===== src/rtl/alu_cc_pkg.sv =====
package alu_cc_pkg;

  localparam int OP_W = 4;

  localparam logic [OP_W-1:0] OP_ADD  = 4'd0;
  localparam logic [OP_W-1:0] OP_ADDC = 4'd1;
  localparam logic [OP_W-1:0] OP_SUB  = 4'd2;
  localparam logic [OP_W-1:0] OP_SUBB = 4'd3;
  localparam logic [OP_W-1:0] OP_AND  = 4'd4;
  localparam logic [OP_W-1:0] OP_OR   = 4'd5;
  localparam logic [OP_W-1:0] OP_XOR  = 4'd6;
  localparam logic [OP_W-1:0] OP_ANDN = 4'd7;
  localparam logic [OP_W-1:0] OP_ORN  = 4'd8;
  localparam logic [OP_W-1:0] OP_XNOR = 4'd9;

  typedef enum logic [1:0] {
    LFN_AND = 2'd0,
    LFN_OR  = 2'd1,
    LFN_XOR = 2'd2
  } logicFn_e;

  // strobes from control to datapath
  typedef struct packed {
    logic     arith;    // adder path selected
    logic     sub;      // subtract instead of add
    logic     useCin;   // fold stored carry into the adder
    logic     invB;     // invert second operand on the bitwise path
    logicFn_e fn;       // bitwise function
    logic     zeroRes;  // reserved opcode: force result to zero
    logic     wrFlags;  // write the condition-code register this cycle
  } aluCtrl_t;

  typedef struct packed {
    logic n;
    logic z;
    logic v;
    logic c;
  } aluFlags_t;

endpackage


===== src/rtl/alu_cc_ctrl.sv =====
module alu_cc_ctrl
  import alu_cc_pkg::*;
(
  input  logic [OP_W-1:0] opCode,
  input  logic            setCc,
  input  logic            opValid,
  output aluCtrl_t        ctrl
);

  always_comb begin
    ctrl         = '0;
    ctrl.fn      = LFN_AND;
    case (opCode)
      OP_ADD:  ctrl.arith = 1'b1;
      OP_ADDC: begin ctrl.arith = 1'b1; ctrl.useCin = 1'b1; end
      OP_SUB:  begin ctrl.arith = 1'b1; ctrl.sub = 1'b1; end
      OP_SUBB: begin ctrl.arith = 1'b1; ctrl.sub = 1'b1; ctrl.useCin = 1'b1; end
      OP_AND:  ctrl.fn = LFN_AND;
      OP_OR:   ctrl.fn = LFN_OR;
      OP_XOR:  ctrl.fn = LFN_XOR;
      OP_ANDN: begin ctrl.fn = LFN_AND; ctrl.invB = 1'b1; end
      OP_ORN:  begin ctrl.fn = LFN_OR;  ctrl.invB = 1'b1; end
      OP_XNOR: begin ctrl.fn = LFN_XOR; ctrl.invB = 1'b1; end
      default: ctrl.zeroRes = 1'b1;
    endcase
    ctrl.wrFlags = opValid & setCc & ~ctrl.zeroRes;
  end


  always_comb begin
    cin_only_arith_chk: assert (!ctrl.useCin || ctrl.arith);
  end

endmodule


===== src/rtl/alu_cc_dpath.sv =====
module alu_cc_dpath
  import alu_cc_pkg::*;
#(
  parameter int DATA_W = 32
) (
  input  logic              clk,
  input  logic              rst_n,
  input  aluCtrl_t          ctrl,
  input  logic [DATA_W-1:0] srcA,
  input  logic [DATA_W-1:0] srcB,
  output logic [DATA_W-1:0] result,
  output aluFlags_t         flagsQ
);

  localparam int MSB  = DATA_W - 1;
  localparam int WIDE = DATA_W + 1;

  logic              carryIn;
  logic [WIDE-1:0]   wideSum;
  logic [DATA_W-1:0] bMod;
  logic [DATA_W-1:0] logicRes;
  logic [DATA_W-1:0] ovfVec;
  aluFlags_t         flagsNxt;

  // adder / subtractor with one extra bit for carry or borrow
  always_comb begin
    carryIn = ctrl.useCin & flagsQ.c;
    if (ctrl.sub)
      wideSum = {1'b0, srcA} - {1'b0, srcB} - {{DATA_W{1'b0}}, carryIn};
    else
      wideSum = {1'b0, srcA} + {1'b0, srcB} + {{DATA_W{1'b0}}, carryIn};
  end

  // bitwise unit
  always_comb begin
    bMod = ctrl.invB ? ~srcB : srcB;
    case (ctrl.fn)
      LFN_OR:  logicRes = srcA | bMod;
      LFN_XOR: logicRes = srcA ^ bMod;
      default: logicRes = srcA & bMod;
    endcase
  end

  always_comb begin
    if (ctrl.zeroRes)
      result = '0;
    else if (ctrl.arith)
      result = wideSum[DATA_W-1:0];
    else
      result = logicRes;
  end

  // next condition codes
  always_comb begin
    if (ctrl.sub)
      ovfVec = (srcA ^ srcB) & (srcA ^ result);
    else
      ovfVec = ~(srcA ^ srcB) & (srcA ^ result);
    flagsNxt.n = result[MSB];
    flagsNxt.z = (result == '0);
    flagsNxt.v = ctrl.arith & ovfVec[MSB];
    flagsNxt.c = ctrl.arith & wideSum[DATA_W];
  end

  always_ff @(posedge clk or negedge rst_n) begin
    if (!rst_n)
      flagsQ <= '0;
    else if (ctrl.wrFlags)
      flagsQ <= flagsNxt;
  end


  flags_hold_chk: assert property (@(posedge clk) disable iff (!rst_n)
    !ctrl.wrFlags |=> $stable(flagsQ));


  logic_clear_chk: assert property (@(posedge clk) disable iff (!rst_n)
    (ctrl.wrFlags && !ctrl.arith) |=> (!flagsQ.c && !flagsQ.v));


  zero_flag_chk: assert property (@(posedge clk) disable iff (!rst_n)
    ctrl.wrFlags |=> (flagsQ.z == ($past(result) == '0)));


  neg_flag_chk: assert property (@(posedge clk) disable iff (!rst_n)
    ctrl.wrFlags |=> (flagsQ.n == $past(result[MSB])));


  no_borrow_chk: assert property (@(posedge clk) disable iff (!rst_n)
    (ctrl.wrFlags && ctrl.sub && !ctrl.useCin && (srcA >= srcB)) |=> !flagsQ.c);

endmodule


===== src/rtl/int_alu_cc.sv =====
module int_alu_cc
  import alu_cc_pkg::*;
#(
  parameter int DATA_W = 32
) (
  input  logic              clk,
  input  logic              rst_n,
  input  logic              opValid,
  input  logic              setCc,
  input  logic [OP_W-1:0]   opCode,
  input  logic [DATA_W-1:0] srcA,
  input  logic [DATA_W-1:0] srcB,
  output logic [DATA_W-1:0] result,
  output logic [3:0]        flags
);

  aluCtrl_t  ctrl;
  aluFlags_t flagsQ;

  alu_cc_ctrl u_ctrl (
    .opCode  (opCode),
    .setCc   (setCc),
    .opValid (opValid),
    .ctrl    (ctrl)
  );

  alu_cc_dpath #(.DATA_W(DATA_W)) u_dpath (
    .clk    (clk),
    .rst_n  (rst_n),
    .ctrl   (ctrl),
    .srcA   (srcA),
    .srcB   (srcB),
    .result (result),
    .flagsQ (flagsQ)
  );

  assign flags = flagsQ;


  reserved_hold_chk: assert property (@(posedge clk) disable iff (!rst_n)
    (opCode > OP_XNOR) |=> $stable(flags));

endmodule


===== config.mk =====
export PLATFORM = sky130hd
export DESIGN_NAME = int_alu_cc
export DESIGN_NICKNAME = d
export VERILOG_FILES = /design/src/rtl/alu_cc_pkg.sv /design/src/rtl/alu_cc_ctrl.sv /design/src/rtl/alu_cc_dpath.sv /design/src/rtl/int_alu_cc.sv
export SDC_FILE = /design/constraint.sdc
export NUM_CORES = 1
export LEC_CHECK = 0
export BUFFER_PORTS_ARGS = -buffer_cell sky130_fd_sc_hd__clkbuf_2
export CORE_MARGIN = 5
export CORE_UTILIZATION = 45
export CTS_CLUSTER_DIAMETER = 30
export DETAILED_ROUTE_END_ITERATION = 8
export HOLD_SLACK_MARGIN = 0.08
export PLACE_DENSITY = 0.65
export SLEW_MARGIN = 5
export SYNTH_ARGS = -nofsm -noshare
export SYNTH_HDL_FRONTEND = slang
export SYNTH_HIERARCHICAL = 1
export SYNTH_SLANG_ARGS = --single-unit

===== constraint.sdc =====
create_clock -name clk -period 10.1 [get_ports clk]
set_input_delay 3.03 -clock clk [delete_from_list [all_inputs] [get_ports clk]]
set_output_delay 3.03 -clock clk [all_outputs]
set_load 0.005 [all_outputs]

==> results of run 1 <==
power by group:
part           leakage, nW  switching, W  internal [W]
registers           0.0540    0.00000107     0.0000179
clock network       0.0370     0.0000102     0.0000505
logic                 4.08      0.000322      0.000216
cell usage in the layout, fill, tap and decap left out, types with 6 or more instances in the layout:
| cell type | n |
|---|---|
| a2111oi_0 | 6 |
| a211oi_1 | 13 |
| a21o_1 | 12 |
| a21oi_1 | 69 |
| a31oi_1 | 8 |
| and3_1 | 6 |
| buf_4 | 24 |
| clkbuf_2 | 107 |
| ha_1 | 159 |
| inv_1 | 155 |
| mux2_2 | 15 |
| mux2i_1 | 22 |
| nand2_1 | 73 |
| nand2b_1 | 10 |
| nand3_1 | 16 |
| nand4_1 | 11 |
| nor2_1 | 76 |
| nor2b_1 | 13 |
| nor3_1 | 19 |
| nor4_1 | 10 |
| o211ai_1 | 28 |
| o21a_1 | 9 |
| o21ai_0 | 51 |
| o21bai_1 | 7 |
| o22ai_1 | 6 |
| o31ai_1 | 8 |
| or3_1 | 6 |
| xnor2_1 | 28 |
| xor2_1 | 37 |
through the flow:
| step | setup WS (ns) | area, µm² | power, W | hold slack, ns |
|---|---|---|---|---|
| 2_1_floorplan | 0.941 | 7360 | 0.000393 | 0.480 |
| 3_3_place_gp | 0.522 | 8220 | 0.000543 | 0.488 |
| 3_5_place_dp | 0.422 | 8220 | 0.000548 | 0.493 |
| 4_1_cts | 0.418 | 8290 | 0.000612 | 0.499 |
| 5_1_grt | 0.0604 | 8290 | 0.000680 | 0.506 |
| 6_report | 0.414 | 8290 | 0.000618 | 0.491 |
cell families (layout without fill, tap and decap cells):
family,count (synthesis),in the layout
AO/OA/AOI/OAI,300,300
buffers and inverters,201,295
AND/OR/NAND/NOR,275,275
adder cells (fa/ha/maj),163,163
flip-flops,4,4
XOR/XNOR,65,65
multiplexers,37,37
metal layers:
metal  global-route usage  wire, µm
met4               0.0587       567
met5                    0         0
met2                0.417     11000
met3               0.0174      1850
met1                0.369     11500
layout make-up:
class	count	share of cell area
tap	216	0.0326
clock buffer	3	0.00905
inverter	160	0.0724
sequential	4	0.0121
multi-input combinational	840	0.785
timing repair buffer	132	0.0887
worst max path at each step:
stage / endpoint / depth (start not counted) / start / slack, ns
finish: result[30] / 20 / opCode[0] / 0.41
global placement: result[30] / 20 / opCode[0] / 0.52
floorplan: result[31] / 17 / opCode[2] / 0.94
detailed placement: result[30] / 20 / opCode[0] / 0.42
CTS: result[30] / 20 / opCode[0] / 0.42
global route: result[31] / 18 / opCode[0] / 0.06
worst min-delay path, cell delays in order (launching register included):
cell and delay [ns]:
dfrtp_1 0.34, nand2b_1 0.07, o41ai_2 0.05
==> flow_metrics.env, run 1 <==
export IMPL_ys_seq_area_frac=0.0136
export IMPL_synth_top_area_frac=0.270
export IMPL_min_to="u_dpath/flagsQ[2]"
export IMPL_worst_pin_slew_ns=0.781
export IMPL_synth_ff_type="dfrtp_1"
export IMPL_crit_fanout=5
export IMPL_clock_sinks=4
export IMPL_die_h_um=138
export IMPL_synth_area_um2=7360
export IMPL_die_w_um=138
export IMPL_min_path_type="flip-flop to flip-flop"
export IMPL_crit_top_cell="inv_1"
export IMPL_p_leak_nw=4.17
export IMPL_p_per_area_nw_per_um2=74.5
export IMPL_cts_root_buffer="clkbuf_16"
export IMPL_postSynthCellCount=1045
export IMPL_grt_pass1_vias=7597
export IMPL_slew_headroom=0.475
export IMPL_wl_per_cell_um=18.3
export IMPL_irDropWorstVdd_v=0.000129
export IMPL_crit_arrival_ns=6.66
export IMPL_cts_buffers=3
export IMPL_synth_seq_cells=4
export IMPL_finalCritPeriodShare=0.959
export IMPL_yosysTopAreaCell="ha_1"
export IMPL_synthAdderAreaFrac=0.281
export IMPL_setup_viol=0
export IMPL_vias=8042
export IMPL_grt_ovfl_total=0
export IMPL_min_delay_start="u_dpath/flagsQ[2]"
export IMPL_regMostFlops="u_dpath/flagsQ"
export IMPL_grt_max_degree=29
export IMPL_finClkSkew_ns=0.000860
export IMPL_io_pins=108
export IMPL_largest_register_ffs=4
export IMPL_diodes=0
export IMPL_crit_slowest_cell="a221oi_2"
export IMPL_layout_drive_gt1_share=0.157
export IMPL_cpLargestDelayFamily="compound AO/OA/AOI/OAI gates"
export IMPL_wirelength_mm=24.9
export IMPL_cap_violations=0
export IMPL_areaGrowthSynthToFinish_pct=12.7
export IMPL_crit_chain="clkbuf_2 > inv_1 > nor3_1 > nand2_1 > inv_1 > fa_1 > inv_1 > fa_1 > nor2_1 > o311ai_1 > buf_4 > a21oi_1 > a41oi_1 > a221oi_2 > o41ai_2 > o31ai_2 > xnor2_1 > a221oi_2 > nor2_1 > clkbuf_2"
export IMPL_clkLatencyLatePin_ns=0.22
export IMPL_crit_buf_inv=6
export IMPL_final_max_slew_viol_count=0
export IMPL_gp_congestion=0.991
export IMPL_post_cts_setup_buffers=0
export IMPL_required_ns=7.07
export IMPL_syn_area_per_cell_um2=7.04
export IMPL_regArea_um2=100
export IMPL_fin_crit_ns=9.69
export IMPL_timing_rr_start="u_dpath/flagsQ[0]"
export IMPL_min_path_cells=2
export IMPL_cts_buffer_depth=2
export IMPL_finalHoldViolCount=0
export IMPL_placementRows=46
export IMPL_post_route_util=0.520
export IMPL_synth_cell_types=85
export IMPL_num_fill_cells=1671
export IMPL_drt_vias_per_instance=5.94
export IMPL_dp_hpwl_mm=20.4
export IMPL_coreArea_um2=15900
export IMPL_io_buffers=107
export IMPL_ant_nets=0
export IMPL_synth_common_cells="ha_1 (159), inv_1 (155), nor2_1 (77)"
export IMPL_grt_pass1_wl_mm=39.1
export IMPL_clk_pin_slew_ns=0.03
export IMPL_reg2reg_to="u_dpath/flagsQ[2]"
export IMPL_synth_compound_gate_area_share=0.286
export IMPL_cts_tree="built"
export IMPL_antenna_found_initial=1
export IMPL_synth_area_leaders="ha_1 (27%), inv_1 (7.9%), a21oi_1 (4.7%)"
export IMPL_yosysWarningCount=6
export IMPL_placedCellCount=1352
export IMPL_ys_async_sr_fraction=1.00
export IMPL_dieArea_um2=19000
export IMPL_drcViolationCount=0
export IMPL_reg2reg_depth=16
export IMPL_synth_edff_count=0
export IMPL_cts_resized=0
export IMPL_htreeDepth=1
export IMPL_biggestRegsByFlops="u_dpath/flagsQ (4)"
export IMPL_synth_most_common_cell="ha_1"
export IMPL_dr_pass1_iters=6
export IMPL_grt_setup_unrepaired="no"
export IMPL_syn_nets=1280
export IMPL_max_stage_delay_ns=0.41
export IMPL_crit_type="input port to output pin"
export IMPL_fmax_mhz=103
export IMPL_critPathCaptureType="output pin"
export IMPL_start_util=0.461
export IMPL_status="finished, final reports clean"
export IMPL_muxShareOfSynthArea=0.0529
export IMPL_crit_path_start_kind="input port"
export IMPL_multiInputGateArea_um2=6510
export IMPL_synth_simple_area_share=0.185
export IMPL_synthXorXnorAreaFrac=0.0774
export IMPL_r2r_slack_ns=5.30
export IMPL_final_nets=1376
export IMPL_fin_cells=1355
export IMPL_synth_top_family_by_area="compound AO/OA/AOI/OAI gates"
export IMPL_track_usage=0.256
export IMPL_fin_setup_tns_ns=0
export IMPL_hold_buffers=0
export IMPL_first_iter_violations=669
Power figures use the tool's default switching activity.
==> run 2: changes to the inputs <==
CTS_BUF_LIST = sky130_fd_sc_hd__clkbuf_8   (was not set)
SYNTH_HIERARCHICAL = not set   (was 1)
==> run 2 against run 1 <==
  * Synthesized cell count is 4.2% higher
  * Sequential power about the same
  * Clock skew is essentially flat
  * Worst hold slack lost 0.0028 ns
  * Register-to-register slack got worse by 0.63 ns
  * Total power grew 0.81%
  * Via count grew 3.7%
  * Sequential share of layout area is essentially flat
  * Global-route usage grew 1.4 points
  * Synthesized area is 2.6% higher
  * Combinational power grew 5.9%
  * Final area increased by 2.0%
  * Largest power group unchanged
==> flow_metrics.env, run 2 <==
export IMPL_crit_arrival_ns=6.84
export IMPL_synth_top_area_frac=0.264
export IMPL_synth_seq_cells=4
export IMPL_cts_root_buffer="clkbuf_8"
export IMPL_hold_buffers=0
export IMPL_coreArea_um2=16500
export IMPL_post_cts_setup_buffers=0
export IMPL_finalHoldViolCount=0
export IMPL_crit_path_start_kind="input port"
export IMPL_crit_buf_inv=5
export IMPL_track_usage=0.270
export IMPL_die_w_um=140
export IMPL_worst_slack_ns=0.232
export IMPL_yosysWarningCount=0
export IMPL_vias=8336
export IMPL_first_iter_violations=788
export IMPL_status="finished, final reports clean"
export IMPL_io_buffers=107
export IMPL_largest_register_ffs=4
export IMPL_synth_compound_gate_area_share=0.289
export IMPL_max_stage_delay_ns=0.57
export IMPL_cts_buffer_depth=2
export IMPL_fin_setup_tns_ns=0
export IMPL_grt_ovfl_total=0
export IMPL_post_route_util=0.512
export IMPL_placementRows=47
export IMPL_synth_most_common_cell="ha_1"
export IMPL_postSynthCellCount=1089
export IMPL_drt_vias_per_instance=5.94
export IMPL_fin_crit_ns=9.87
export IMPL_die_h_um=140
export IMPL_yosysTopAreaCell="ha_1"
export IMPL_clkLatencyLatePin_ns=0.22
export IMPL_cap_violations=0
export IMPL_synthAdderAreaFrac=0.274
export IMPL_antenna_found_initial=0
export IMPL_critPathCaptureType="output pin"
export IMPL_ys_async_sr_fraction=1.00
export IMPL_p_leak_nw=4.22
export IMPL_min_delay_start="u_dpath.flagsQ[1]"
export IMPL_dr_pass1_iters=5
export IMPL_cts_buffers=3
export IMPL_cts_tree="built"
export IMPL_synth_area_leaders="ha_1 (26%), inv_1 (7.2%), a21oi_1 (5.5%)"
export IMPL_synth_cell_types=81
export IMPL_grt_pass1_vias=8064
export IMPL_irDropWorstVdd_v=0.0000621
export IMPL_fmax_mhz=101
export IMPL_finClkSkew_ns=0.000855
export IMPL_hold_slack_ns=0.488
export IMPL_ant_nets=0
export IMPL_clk_pin_slew_ns=0.03
export IMPL_wirelength_mm=27.4
export IMPL_final_common_cell="ha_1"
export IMPL_synth_ff_type="dfrtp_1"
export IMPL_p_per_area_nw_per_um2=73.7
export IMPL_drcViolationCount=0
export IMPL_start_util=0.457
export IMPL_regMostFlops="u_dpath.flagsQ"
export IMPL_worst_pin_slew_ns=0.833
export IMPL_pre_cts_slack_ns=0.260
export IMPL_clock_sinks=4
export IMPL_crit_start="opCode[2]"
export IMPL_final_max_slew_viol_count=0
export IMPL_grt_max_degree=31
export IMPL_slew_headroom=0.443
export IMPL_crit_chain="clkbuf_2 > nor2_1 > nand3_1 > inv_1 > fa_1 > inv_1 > fa_1 > nor2_1 > o311ai_0 > a2111oi_0 > buf_4 > a211oi_1 > o41ai_1 > o21ai_0 > o31ai_1 > xnor2_1 > a21oi_1 > clkbuf_2"
export IMPL_required_ns=7.07
export IMPL_layout_common_cells="ha_1 (159), inv_1 (144), clkbuf_2 (107)"
export IMPL_synth_top_family_by_area="compound AO/OA/AOI/OAI gates"
export IMPL_gp_congestion=1.04
export IMPL_wl_per_cell_um=19.6
export IMPL_setup_viol=0
export IMPL_final_nets=1420
export IMPL_synth_edff_count=0
export IMPL_cpLargestDelayFamily="compound AO/OA/AOI/OAI gates"
export IMPL_syn_area_per_cell_um2=6.93
export IMPL_finalCritPeriodShare=0.977
export IMPL_diodes=0
export IMPL_ys_seq_area_frac=0.0133
export IMPL_layout_drive_gt1_share=0.152
export IMPL_muxShareOfSynthArea=0.0418
export IMPL_synth_area_um2=7550
export IMPL_synth_simple_area_share=0.199
export IMPL_p_total_w=0.000623
export IMPL_grt_pass1_wl_mm=43.1
export IMPL_dp_hpwl_mm=22.6
export IMPL_min_path_type="flip-flop to flip-flop"
export IMPL_grt_setup_unrepaired="no"
export IMPL_htreeDepth=1
export IMPL_timing_rr_start="u_dpath.flagsQ[0]"
export IMPL_biggestRegsByFlops="u_dpath.flagsQ (4)"
export IMPL_synthXorXnorAreaFrac=0.0847
export IMPL_synth_common_cells="ha_1 (159), inv_1 (144), nand2_1 (85)"
export IMPL_crit_fanout=3
export IMPL_areaGrowthSynthToFinish_pct=12.0
export IMPL_syn_nets=1324
export IMPL_crit_type="input port to output pin"
export IMPL_dieArea_um2=19500
export IMPL_io_pins=108
export IMPL_crit_slowest_cell="a2111oi_0"
==> run 2: area by class of cell <==
class | count | area, µm²
Fill cell | 1713 | 8070
Multi-Input combinational cell | 892 | 6710
Timing Repair Buffer | 137 | 773
Inverter | 147 | 552
Tap cell | 220 | 275
Sequential cell | 4 | 100
Clock buffer | 3 | 41.3
==> run 2: kinds of logic after synthesis <==
kind of cell	Yosys count
AO/OA/AOI/OAI	322
AND/OR/NAND/NOR	304
buffers and inverters	193
adder cells (fa/ha/maj)	163
XOR/XNOR	73
multiplexers	30
flip-flops	4
==> run 2: layer usage <==
metal / share of wire / GRT usage / wire length (µm)
met3: 0.091 / 0.0419 / 2500
met1: 0.46 / 0.387 / 12600
met4: 0.024 / 0.0654 / 650
met5: 0 / 0 / 0
met2: 0.43 / 0.424 / 11700
==> run 2: worst paths after layout <==
kind,end,slack (ns),cells past startpoint
setup / recovery,result[22],0.23,18
hold / removal,u_dpath.flagsQ[1],0.49,1
setup reg to reg,u_dpath.flagsQ[2],4.67,18
hold reg to reg,u_dpath.flagsQ[1],0.49,1
max in group asynchronous,u_dpath.flagsQ[0],7.36,1
min in group asynchronous,u_dpath.flagsQ[2],2.62,1
==> run 2: what timing repair did <==
item                                   in CTS  in global routing
setup endpoints to repair                   0                  1
gates resized for setup                     0                  2
endpoints found under the hold margin       0                  0
==> run 2: where the power goes <==
part           switching [W]  internal, W  leakage (nW)
logic               0.000345     0.000225          4.14
registers         0.00000118    0.0000179        0.0540
clock network     0.00000831    0.0000254        0.0216
total               0.000355     0.000268          4.22
==> run 2: worst reg2reg max path, delay by kind of cell (launching register included) <==
family	cells	cell delay, ns
and+or+nand+nor	8	2.42
adders and majority gates	3	1.05
AOI/OAI and AO/OA	4	1.19
DFF	1	0.41
buffers and inverters	2	0.16
xor gates and xnor gates	1	0.06
==> run 2: through the flow <==
step | instances | instance area, µm²
after detailed placement | 1400 | 8410
final | 1403 | 8450
after global placement | 1400 | 8410
after CTS | 1403 | 8450
after global routing | 1403 | 8450
after floorplan | 1089 | 7550
